[config.mk]
export PLATFORM = sky130hd
export DESIGN_NAME = gpin_irq_ctrl
export DESIGN_NICKNAME = d
export VERILOG_FILES = /design/src/rtl/gpin_pkg.sv /design/src/rtl/gpin_sync.sv /design/src/rtl/gpin_filter.sv /design/src/rtl/gpin_irq_core.sv /design/src/rtl/gpin_irq_ctrl.sv
export SDC_FILE = /design/constraint.sdc
export NUM_CORES = 1
export LEC_CHECK = 0
export BUFFER_PORTS_ARGS = -buffer_cell sky130_fd_sc_hd__buf_2
export CAP_MARGIN = 0
export CORE_UTILIZATION = 50
export DETAILED_ROUTE_END_ITERATION = 12
export PLACE_DENSITY = 0.71
export SYNTH_ARGS = -nofsm -noshare
export SYNTH_HDL_FRONTEND = slang
export SYNTH_SLANG_ARGS = --single-unit
[constraint.sdc]
create_clock -name clk -period 1.41 [get_ports clk]
set_clock_uncertainty 0.15 [all_clocks]
set_input_delay 0.282 -clock clk [delete_from_list [all_inputs] [get_ports clk]]
set_output_delay 0.282 -clock clk [all_outputs]
set_load 0.01 [all_outputs]
[src/rtl/gpin_pkg.sv]
package gpin_pkg;

    parameter int unsigned PIN_W = 32;

    typedef enum logic [2:0] {
        REG_FILT  = 3'd0,
        REG_RISE  = 3'd1,
        REG_FALL  = 3'd2,
        REG_HIGH  = 3'd3,
        REG_LOW   = 3'd4,
        REG_IEN   = 3'd5,
        REG_STATE = 3'd6,
        REG_TEST  = 3'd7
    } gpin_reg_e;

    typedef struct packed {
        logic [PIN_W-1:0] rise;
        logic [PIN_W-1:0] fall;
        logic [PIN_W-1:0] high;
        logic [PIN_W-1:0] low;
    } gpin_trig_t;

    function automatic int unsigned cnt_width(input int unsigned cycles);
        return (cycles > 1) ? $clog2(cycles) : 1;
    endfunction

endpackage

[src/rtl/gpin_sync.sv]
module gpin_sync #(
    parameter int unsigned W = 32
) (
    input  logic         clk,
    input  logic         rst,
    input  logic [W-1:0] pad_i,
    output logic [W-1:0] sync_o
);
    logic [W-1:0] meta_q;

    always_ff @(posedge clk) begin
        if (rst) begin
            meta_q <= '0;
            sync_o <= '0;
        end else begin
            meta_q <= pad_i;
            sync_o <= meta_q;
        end
    end
endmodule

[src/rtl/gpin_filter.sv]
module gpin_filter #(
    parameter int unsigned W   = 32,
    parameter int unsigned CYC = 16
) (
    input  logic         clk,
    input  logic         rst,
    input  logic [W-1:0] sync_i,
    input  logic [W-1:0] filt_en_i,
    output logic [W-1:0] settled_o
);
    localparam int unsigned CW = gpin_pkg::cnt_width(CYC);
    localparam logic [CW-1:0] LAST = CW'(CYC - 1);

    for (genvar i = 0; i < W; i++) begin : g_pin
        logic [CW-1:0] cnt_q;

        always_ff @(posedge clk) begin
            if (rst) begin
                cnt_q        <= '0;
                settled_o[i] <= 1'b0;
            end else if (!filt_en_i[i]) begin
                cnt_q        <= '0;
                settled_o[i] <= sync_i[i];
            end else if (sync_i[i] == settled_o[i]) begin
                cnt_q <= '0;
            end else if (cnt_q == LAST) begin
                cnt_q        <= '0;
                settled_o[i] <= sync_i[i];
            end else begin
                cnt_q <= cnt_q + 1'b1;
            end
        end
    end
endmodule

[src/rtl/gpin_irq_core.sv]
module gpin_irq_core
    import gpin_pkg::*;
(
    input  logic             clk,
    input  logic             rst,
    input  logic [PIN_W-1:0] settled_i,
    input  gpin_trig_t       trig_i,
    input  logic [PIN_W-1:0] ien_i,
    input  logic [PIN_W-1:0] clr_i,
    input  logic [PIN_W-1:0] tst_i,
    output logic [PIN_W-1:0] evt_o,
    output logic [PIN_W-1:0] state_o,
    output logic [PIN_W-1:0] irq_o
);
    logic [PIN_W-1:0] last_q;

    always_comb begin
        evt_o = (trig_i.rise & settled_i & ~last_q)
              | (trig_i.fall & ~settled_i & last_q)
              | (trig_i.high & settled_i)
              | (trig_i.low  & ~settled_i);
    end

    always_ff @(posedge clk) begin
        if (rst) begin
            last_q  <= '0;
            state_o <= '0;
        end else begin
            last_q  <= settled_i;
            state_o <= (state_o & ~clr_i) | evt_o | tst_i;
        end
    end

    assign irq_o = state_o & ien_i;
endmodule

[src/rtl/gpin_irq_ctrl.sv]
module gpin_irq_ctrl
    import gpin_pkg::*;
#(
    parameter int unsigned FILTER_CYCLES = 16
) (
    input  logic        clk,
    input  logic        rst,
    input  logic [31:0] pad_i,
    input  logic        wr_en,
    input  logic [2:0]  wr_addr,
    input  logic [31:0] wr_data,
    output logic [31:0] data_in_o,
    output logic [31:0] intr_state_o,
    output logic [31:0] irq_o
);
    logic [PIN_W-1:0] sync_q;
    logic [PIN_W-1:0] filt_en_q;
    logic [PIN_W-1:0] ien_q;
    gpin_trig_t       trig_q;
    logic [PIN_W-1:0] clr_w;
    logic [PIN_W-1:0] tst_w;
    logic [PIN_W-1:0] evt;
    gpin_reg_e        sel;

    assign sel   = gpin_reg_e'(wr_addr);
    assign clr_w = (wr_en && sel == REG_STATE) ? wr_data : '0;
    assign tst_w = (wr_en && sel == REG_TEST)  ? wr_data : '0;

    always_ff @(posedge clk) begin
        if (rst) begin
            filt_en_q <= '0;
            ien_q     <= '0;
            trig_q    <= '0;
        end else if (wr_en) begin
            case (sel)
                REG_FILT: filt_en_q   <= wr_data;
                REG_RISE: trig_q.rise <= wr_data;
                REG_FALL: trig_q.fall <= wr_data;
                REG_HIGH: trig_q.high <= wr_data;
                REG_LOW:  trig_q.low  <= wr_data;
                REG_IEN:  ien_q       <= wr_data;
                default:  ;
            endcase
        end
    end

    gpin_sync #(.W(PIN_W)) u_sync (
        .clk    (clk),
        .rst    (rst),
        .pad_i  (pad_i),
        .sync_o (sync_q)
    );

    gpin_filter #(.W(PIN_W), .CYC(FILTER_CYCLES)) u_filt (
        .clk       (clk),
        .rst       (rst),
        .sync_i    (sync_q),
        .filt_en_i (filt_en_q),
        .settled_o (data_in_o)
    );

    gpin_irq_core u_core (
        .clk       (clk),
        .rst       (rst),
        .settled_i (data_in_o),
        .trig_i    (trig_q),
        .ien_i     (ien_q),
        .clr_i     (clr_w),
        .tst_i     (tst_w),
        .evt_o     (evt),
        .state_o   (intr_state_o),
        .irq_o     (irq_o)
    );
endmodule

==> results of run 1 <==
==> repair_timing <==
item | in CTS | in global routing
resized for setup | 186 | 74
buffers inserted | 38 | 23
setup endpoints to repair | 100 | 131
hold endpoints to repair | 274 | 0
hold buffers | 80 | 0
pin swaps | 34 | 5
==> cell usage after synthesis <==
cell,instances,share of area (%)
nand4b_1,34,1.6
or4b_1,1,0.054
nor2_1,128,2.6
inv_1,65,1.3
xor2_1,63,3.0
and3_1,1,0.033
buf_4,8,0.32
nand4bb_1,3,0.18
ha_1,32,2.1
dfxtp_1,480,51
clkbuf_1,49,0.98
nor4b_4,1,0.13
nor4bb_1,3,0.16
nor2b_1,128,4.3
nand2_1,416,8.4
nand3_1,94,2.5
nand3b_1,1,0.040
xnor2_1,33,1.5
and4b_1,2,0.11
and4_2,1,0.054
and2_1,32,1.1
buf_8,23,1.8
a21bo_2,31,1.7
nand2b_1,32,1.1
buf_6,21,1.3
a31oi_1,32,1.1
a21oi_2,60,2.8
o21ai_0,65,1.7
buf_2,29,0.78
or4_1,1,0.040
a21oi_1,164,4.4
a211o_1,32,1.5
==> cell families after synthesis <==
group | after synthesis | synth area share [%]
buf+inv | 195 | 6.50
simple gates | 878 | 22.3
xor+xnor | 96 | 4.50
flops | 480 | 51.4
compound gates | 384 | 13.2
fa+ha+maj | 32 | 2.14
==> worst max-delay path: cells and delay by family, from the launching register on <==
kind | cells | cell delay [ps]
buffers and inverters | 1 | 100
AND/OR/NAND/NOR | 1 | 160
flip-flops | 1 | 360
==> routing by layer <==
layer	wire length [um]	global-route usage, %
met1	21200	30.8
met2	22300	41.1
met3	2360	4.04
met4	1270	8.63
met5	0	0
==> report_power, final <==
group	switching (mW)	internal (mW)	total [mW]
clock network	5.25	7.80	13.1
logic	0.976	1.00	1.98
registers	0.209	13.8	14.0
==> worst paths after layout <==
kind,start,endpoint,slack [ps],depth (start not counted)
worst min-delay path,rst,ien_q[14],30,3
worst max-delay path,u_core.state_o[15],irq_o[15],-210,2
worst min register to register,u_sync.meta_q[13],u_sync.sync_o[13],280,1
worst max register to register,u_filt.g_pin[16].cnt_q[0],u_filt.g_pin[16].cnt_q[1],-50,4
==> metrics by stage <==
stage / utilization, % / setup TNS, ps
after floorplan: - / -934
after global placement: 54.8 / -34460
after detailed placement: 54.8 / -42300
after CTS: 63.8 / -12380
after global routing: 65.0 / -14770
final: 65.0 / -11840
==> state kept, by name (all words and copies together), names as in the netlist <==
register / flops
trig_q: 128
u_filt.g_pin.cnt_q: 128
filt_en_q: 32
ien_q: 32
u_core.last_q: 32
u_core.state_o: 32
u_filt.settled_o: 32
u_sync.meta_q: 32
u_sync.sync_o: 32
==> final cells by class <==
type | count | share of cell area, %
Antenna cell | 2 | 0.0210
Clock buffer | 72 | 6.05
Clock inverter | 15 | 0.781
Inverter | 65 | 1.02
Multi-Input combinational cell | 1390 | 33.6
Sequential cell | 480 | 41.1
Tap cell | 468 | 2.45
Timing Repair Buffer | 385 | 15.0
==> impl_metrics.env, run 1 <==
export IMPL_cp_arrival_ps=1190
export IMPL_place_inst=2647
export IMPL_syn_to_final_growth_pct=27.7
export IMPL_num_rows=70
export IMPL_numCtsBuffers=48
export IMPL_syn_instance_count=2065
export IMPL_dp_hpwl_mm=28.9
export IMPL_relSlewSlack_pct=52.5
export IMPL_crit_path_end_kind="output port"
export IMPL_drv_cap=0
export IMPL_grt_overflow_total=0
export IMPL_syn_area_um2=18700
export IMPL_vdd_drop_max_mv=0.824
export IMPL_fin_crit_sh_pct=115
export IMPL_setup_viol=100
export IMPL_cts_sinks=480
export IMPL_drtAntennaViolNets=0
export IMPL_syn_area_per_cell_um2=9.05
export IMPL_worstPathMaxFanout=3
export IMPL_synth_cell_types=32
export IMPL_vias_per_cell=5.23
export IMPL_root_buffer="clkbuf_16"
export IMPL_dieArea_um2=38200
export IMPL_io_buffers=165
export IMPL_synth_warnings=0
export IMPL_wl_mm=47.2
export IMPL_rsz0062_at_grt="true"
export IMPL_wl_per_cell_um=16.4
export IMPL_die_height_um=195
export IMPL_finalMaxSlewViolations=0
export IMPL_die_w_um=195
export IMPL_drt_iter0_markers=864
export IMPL_worstSetupPathType="reg -> out"
export IMPL_min_period_ps=1620
export IMPL_insertion_delay_ps=570
export IMPL_grt_pass1_wl_mm=75.0
export IMPL_seq_area_um2=9800
export IMPL_slowest_stage="dfxtp_2"
export IMPL_dr_total_vias=15046
export IMPL_startpoint_type="flip-flop"
export IMPL_max_stage_delay_ps=360
export IMPL_hold_viol=0
export IMPL_syn_nets=2167
export IMPL_ys_ff_latch=480
export IMPL_finalPower_mw=29.1
export IMPL_status="finished with violations"
export IMPL_cts_path_max_buffers=3
export IMPL_initial_core_util_pct=50.9
export IMPL_preCtsSetupSlack_ps=-267
export IMPL_placed_area_um2=20100
export IMPL_antenna_found_initial=2
export IMPL_layout_commonest_cell="nand2_1"
export IMPL_worst_pin_slew_ps=712
export IMPL_seq_area_frac_synth_pct=51.4
export IMPL_first_pass_iters=5
export IMPL_grt_usage_pct=24.2
export IMPL_coreArea_um2=36700
export IMPL_drc=0
export IMPL_layout_common_cells="nand2_1 (416), dfxtp_1 (405), a21oi_1 (164)"
export IMPL_multi_input_comb_area_um2=8020
export IMPL_max_freq_mhz=616
export IMPL_drive_gt1_share_pct=24.4
export IMPL_grt_max_degree=56
export IMPL_critPathRequiredTime_ps=980
export IMPL_power_leakage_nw=9.54
export IMPL_crit_chain="and2_4 > buf_6"
export IMPL_violations="negative setup slack"
export IMPL_gp_congestion=0.797
export IMPL_cts_tree="done"
export IMPL_finalWorstSetupSlack_ps=-212
export IMPL_nFillCells=2856
export IMPL_grt_pass1_vias=14962
export IMPL_stdcell_area_um2=23900
export IMPL_clk_transition_reported_paths_ps=60
export IMPL_nNetsFinal=2472
export IMPL_pin_count=166
export IMPL_hold_slack_ps=25.8
export IMPL_layoutNonFillerInstCount=2877
export IMPL_hold_path_class="in -> reg"
export IMPL_power_density_nw_per_um2=1220
export IMPL_htree_levels=2
(Power assumes the default switching activity.)
==> run 2: changes to the inputs <==
--- a/config.mk
+++ b/config.mk
@@ -5,11 +5,13 @@
 export SDC_FILE = /design/constraint.sdc
 export NUM_CORES = 1
 export LEC_CHECK = 0
+export ABC_AREA = 1
 export BUFFER_PORTS_ARGS = -buffer_cell sky130_fd_sc_hd__buf_2
 export CAP_MARGIN = 0
 export CORE_UTILIZATION = 50
 export DETAILED_ROUTE_END_ITERATION = 12
-export PLACE_DENSITY = 0.71
+export PLACE_DENSITY = 0.72
+export SKIP_CTS_REPAIR_TIMING = 1
 export SYNTH_ARGS = -nofsm -noshare
 export SYNTH_HDL_FRONTEND = slang
 export SYNTH_SLANG_ARGS = --single-unit
==> run 2 against run 1 <==
Compared with the run above: the run ends with negative hold slack, negative setup slack left; maximum frequency rose by 1.5%; worst hold slack lost 35 ps; synthesized cell count is 22% higher; critical path depth is 1 higher; wire length rose by 0.51%; final area down 1.2%; cell count grew 15%; clock power down 3%; combinational power rose by 18%; critical path type unchanged; critical endpoint is now irq_o[19].
==> impl_metrics.env, run 2 <==
export IMPL_status="finished with violations"
export IMPL_violations="negative hold slack, negative setup slack"
export IMPL_crit_chain="nand2_2 > inv_2 > buf_6"
export IMPL_num_rows=69
export IMPL_synth_area_leaders="dfxtp_1 (52%), nor2_1 (16%), nand2_1 (7.3%), inv_1 (6.1%), o21ai_0 (5.8%)"
export IMPL_nNetsFinal=2902
export IMPL_power_density_nw_per_um2=1250
export IMPL_first_pass_iters=5
export IMPL_drv_cap=0
export IMPL_vias_per_cell=4.98
export IMPL_insertion_delay_ps=550
export IMPL_htree_levels=2
export IMPL_dieArea_um2=37500
export IMPL_max_stage_delay_ps=390
export IMPL_startpoint_type="flip-flop"
export IMPL_wl_mm=47.4
export IMPL_cts_path_max_buffers=3
export IMPL_worstPathMaxFanout=3
export IMPL_relSlewSlack_pct=75.8
export IMPL_syn_area_per_cell_um2=7.31
export IMPL_stdcell_area_um2=23600
export IMPL_critPathRequiredTime_ps=980
export IMPL_die_height_um=194
export IMPL_rsz0062_at_grt="true"
export IMPL_syn_nets=2611
export IMPL_die_w_um=194
export IMPL_min_period_ps=1600
export IMPL_path_buf_inv=2
export IMPL_placed_area_um2=20000
export IMPL_ys_ff_latch=480
export IMPL_synth_edf_count=0
export IMPL_cts_sinks=480
export IMPL_fin_crit_sh_pct=113
export IMPL_grt_usage_pct=23.7
export IMPL_grt_pass1_wl_mm=73.1
export IMPL_numCtsBuffers=48
export IMPL_crit_path_end_kind="output port"
export IMPL_power_leakage_nw=11.2
export IMPL_grt_pass1_vias=14975
export IMPL_synth_commonest_cells="nor2_1 (801), dfxtp_1 (480), nand2_1 (357), inv_1 (297), o21ai_0 (214)"
export IMPL_synth_warnings=0
export IMPL_syn_area_um2=18300
export IMPL_layout_commonest_cell="nor2_1"
export IMPL_cts_tree="done"
export IMPL_worstSetupPathType="reg -> out"
export IMPL_initial_core_util_pct=51.2
export IMPL_syn_to_final_growth_pct=28.5
export IMPL_antenna_found_initial=0
export IMPL_setup_viol=96
export IMPL_slowest_stage="dfxtp_4"
export IMPL_gp_congestion=0.830
export IMPL_synth_top_area_share_pct=52.4
export IMPL_grt_overflow_total=0
export IMPL_finalWorstSetupSlack_ps=-188
export IMPL_dr_total_vias=16411
export IMPL_io_buffers=165
export IMPL_cp_arrival_ps=1170
export IMPL_drt_iter0_markers=981
export IMPL_drtAntennaViolNets=0
export IMPL_synth_cell_types=16
export IMPL_synth_top_area_cell="dfxtp_1"
export IMPL_hold_viol=2
export IMPL_hold_slack_ps=-8.81
export IMPL_dp_hpwl_mm=29.7
export IMPL_max_freq_mhz=626
export IMPL_finalSetupTns_ps=-7860
export IMPL_hold_path_class="in -> reg"
export IMPL_syn_instance_count=2509
export IMPL_drive_gt1_share_pct=16.7
export IMPL_vdd_drop_max_mv=0.868
export IMPL_worst_pin_slew_ps=363
export IMPL_synth_most_common_cell="nor2_1"
export IMPL_coreArea_um2=35800
export IMPL_cp_top_family="flip-flops"
export IMPL_seq_area_frac_synth_pct=52.4
export IMPL_pin_count=166
export IMPL_reg_top3="trig_q x128, u_filt.g_pin.cnt_q x128"
export IMPL_final_util_pct=65.8
export IMPL_antenna_cells=0
export IMPL_clk_transition_reported_paths_ps=60
export IMPL_drc=0
export IMPL_layout_common_cells="nor2_1 (798), dfxtp_1 (406), nand2_1 (339)"
export IMPL_root_buffer="clkbuf_16"
export IMPL_synth_top_flop_cell="dfxtp_1"
export IMPL_grt_max_degree=51
export IMPL_wl_per_cell_um=14.4
export IMPL_finalPower_mw=29.4
export IMPL_finalMaxSlewViolations=0
export IMPL_postSynth_asyncResetShare_pct=0
[run 2: changes by cell type after synthesis, moves of 60 or more]
cell     delta
inv_1     +232
o21ai_0   +149
nor2b_1   -128
nor2_1    +673
a21oi_2    -60
a21oi_1   -163
[run 2: logic make-up (layout without fill, tap and decap cells)]
group	after synthesis	count (layout)	synth area share (%)
simple gates	1322	1322	28.2
fa+ha+maj	32	32	2.18
flops	480	480	52.4
buf+inv	386	713	8.05
compound gates	225	225	6.14
xor+xnor	64	64	3.06
[run 2: layer usage]
layer	track usage, %	up-vias	share of wire [%]
met4	6.81	0	2.2
met1	30.6	7660	43
met2	40.6	426	49
met3	3.85	89	5.7
met5	0	-	0
li1	-	8236	-
[run 2: path summary, 6_finish.rpt]
check	to	startpoint	cells after the start	slack [ps]
worst max-delay path	irq_o[19]	u_core.state_o[19]	3	-190
worst min-delay path	trig_q[35]	wr_data[3]	3	-9
worst max register to register	u_filt.g_pin[4].cnt_q[3]	u_filt.g_pin[4].cnt_q[0]	6	40
worst min register to register	u_sync.sync_o[18]	u_sync.meta_q[18]	2	250
[run 2: metrics by stage]
stage,std cells,setup WS (ps)
after floorplan,2509,77.3
after global placement,3094,-139
after detailed placement,3094,-178
after CTS,3180,-353
after global routing,3297,-225
final,3297,-188
[run 2: power breakdown]
part	internal (mW)	leakage (nW)	switching, mW	total (mW)
sequential	14.0	3.95	0.328	14.3
combinational	1.05	6.43	1.29	2.34
clock	7.58	0.776	5.16	12.7
total	22.6	11.2	6.78	29.4
[run 2: cell type report]
cell class	instances	area (um2)
Sequential cell	480	9830
Tap cell	461	577
Timing Repair Buffer	328	3010
Fill cell	2913	12200
Clock buffer	76	1450
Inverter	299	1130
Clock inverter	10	139
Multi-Input combinational cell	1643	7460
[run 2: worst min-delay path: stages]
cell    delay [ps]
buf_2          190
nor2_1         130
nor2_1          50
==> run 3: changes to the inputs <==
--- a/config.mk
+++ b/config.mk
@@ -10,8 +10,9 @@
 export CAP_MARGIN = 0
 export CORE_UTILIZATION = 50
 export DETAILED_ROUTE_END_ITERATION = 12
-export PLACE_DENSITY = 0.72
+export PLACE_DENSITY = 0.69
 export SKIP_CTS_REPAIR_TIMING = 1
 export SYNTH_ARGS = -nofsm -noshare
 export SYNTH_HDL_FRONTEND = slang
+export SYNTH_HIERARCHICAL = 1
 export SYNTH_SLANG_ARGS = --single-unit
==> constraint.sdc (replaced) <==
create_clock -name clk -period 1.55 [get_ports clk]
set_clock_uncertainty 0.15 [all_clocks]
set_input_delay 0.31 -clock clk [delete_from_list [all_inputs] [get_ports clk]]
set_output_delay 0.31 -clock clk [all_outputs]
set_load 0.01 [all_outputs]
==> run 3 against run 2 <==
Compared with the run above: synthesized area rose by 9.7%; via count rose by 12%; clock power decreased by 5%; power shrank 6.0%; register-to-register slack improved by 230 ps; non-clock buffer count down 4; die area up 9.6%; first-iteration DRC count is 26% higher; largest cell class unchanged; critical path type unchanged; worst setup slack better by 84 ps; utilization shrank 2.1 points; the run ends with negative setup slack left; wire length up 9.1%; worst hold slack improved by 40 ps.
==> impl_metrics.env, run 3 <==
export IMPL_status="finished with violations"
export IMPL_violations="negative setup slack"
export IMPL_setup_viol=38
export IMPL_numCtsBuffers=51
export IMPL_worstSetupPathType="reg -> out"
export IMPL_cts_tree="done"
export IMPL_coreArea_um2=39700
export IMPL_placed_area_um2=22100
export IMPL_finalPower_mw=27.6
export IMPL_syn_nets=2985
export IMPL_relSlewSlack_pct=75.2
export IMPL_dr_total_vias=18383
export IMPL_r2r_cells=7
export IMPL_hold_path_class="in -> reg"
export IMPL_insertion_delay_ps=580
export IMPL_r2r_end="u_filt/g_pin[3].cnt_q[1]"
export IMPL_drtAntennaViolNets=0
export IMPL_antenna_found_initial=1
export IMPL_drive_gt1_share_pct=17.9
export IMPL_syn_instance_count=2883
export IMPL_drc=0
export IMPL_grt_pass1_wl_mm=81.1
export IMPL_min_period_ps=1650
export IMPL_critPathRequiredTime_ps=1090
export IMPL_reg_top3="trig_q x128, u_filt/g_pin.cnt_q x128"
export IMPL_syn_area_per_cell_um2=6.98
export IMPL_drt_iter0_markers=1240
export IMPL_die_height_um=203
export IMPL_first_pass_iters=6
export IMPL_finalWorstSetupSlack_ps=-104
export IMPL_finalMaxSlewViolations=0
export IMPL_pin_count=166
export IMPL_cp_arrival_ps=1190
export IMPL_nNetsFinal=3257
export IMPL_cts_path_max_buffers=3
export IMPL_syn_area_um2=20100
export IMPL_power_density_nw_per_um2=1090
export IMPL_drv_cap=0
export IMPL_grt_pass1_vias=16891
export IMPL_hold_path_cell_count=5
export IMPL_cts_sinks=480
export IMPL_root_buffer="clkbuf_16"
export IMPL_nFillCells=3431
export IMPL_num_rows=73
export IMPL_rsz0062_at_grt="true"
export IMPL_worstPathMaxFanout=3
export IMPL_worstHoldEndpoint="trig_q[58]"
export IMPL_initial_core_util_pct=50.7
export IMPL_grt_usage_pct=24.2
export IMPL_vias_per_cell=4.95
export IMPL_reg2reg_setup_slack_ps=270
export IMPL_power_leakage_nw=11.3
export IMPL_clk_transition_reported_paths_ps=60
export IMPL_max_freq_mhz=604
export IMPL_wl_per_cell_um=13.9
export IMPL_io_buffers=165
export IMPL_vdd_drop_max_mv=0.840
export IMPL_fin_crit_sh_pct=107
export IMPL_dp_hpwl_mm=33.3
export IMPL_rr_startpoint="u_filt/settled_o[3]"
export IMPL_layout_common_cells="nor2_1 (862), nand2_1 (490), dfxtp_1 (400)"
export IMPL_hold_viol=0
export IMPL_crit_path_end_kind="output port"
export IMPL_die_w_um=203
export IMPL_gp_congestion=0.791
export IMPL_worst_pin_slew_ps=372
export IMPL_wl_mm=51.7
export IMPL_dieArea_um2=41100
export IMPL_synth_warnings=6
export IMPL_layout_commonest_cell="nor2_1"
export IMPL_grt_max_degree=45
export IMPL_syn_to_final_growth_pct=25.8
export IMPL_min_from="wr_data[26]"
export IMPL_htree_levels=2
export IMPL_stdcell_area_um2=25300
export IMPL_startpoint_type="flip-flop"
export IMPL_grt_overflow_total=0
run 3: where the power goes:
group	leakage (nW)	internal, mW	switching (mW)
registers	3.96	12.7	0.318
logic	6.53	1.09	1.39
clock network	0.827	7.25	4.85
run 3: cell type report:
cell class | instances | area, um2 | area share [%]
sequential | 480 | 9850 | 38.9
multi-input combinational | 1906 | 8620 | 34.0
timing repair buffer | 324 | 3060 | 12.1
inverter | 392 | 1480 | 5.83
clock buffer | 71 | 1470 | 5.82
tap | 525 | 657 | 2.59
clock inverter | 16 | 184 | 0.726
antenna | 1 | 2.50 | 0.00988
run 3: worst max-delay path by stage:
stage / slack, ps / endpoint / from / cells past startpoint
after global routing: -170 / irq_o[9] / u_core/state_o[9] / 3
after detailed placement: -80 / u_core/state_o[14] / wr_addr[2] / 9
after floorplan: 140 / u_core/state_o[10] / wr_addr[1] / 8
after global placement: -60 / u_core/state_o[20] / wr_addr[2] / 9
after CTS: -320 / irq_o[20] / u_core/state_o[20] / 3
final: -100 / irq_o[15] / u_core/state_o[15] / 3
run 3: worst max-delay path: stages, from the launching register on:
cell	delay, ps
dfxtp_4	370
nand2_2	60
inv_1	60
buf_2	120
run 3: metrics by stage:
step                hold WS [ps]  worst slack (ps)  setup TNS, ps  utilization, %  cells
floorplan                    238               139              0               -   2883
finish                      31.7              -104          -2700            63.7   3715
detailed placement           242             -82.8          -2130            55.5   3535
global route                46.3              -168          -4690            63.7   3714
CTS                         -253              -320         -13020            59.7   3622
global placement             239             -58.7           -599            55.5   3535
run 3: layer usage:
layer  vias up  GRT usage, %  routed length (um)
met5         -             0                   9
met4         2          8.19                1330
met3       103          4.09                3460
met2       511          42.1               24900
met1      8461          30.1               22000
li1       9306             -                   -
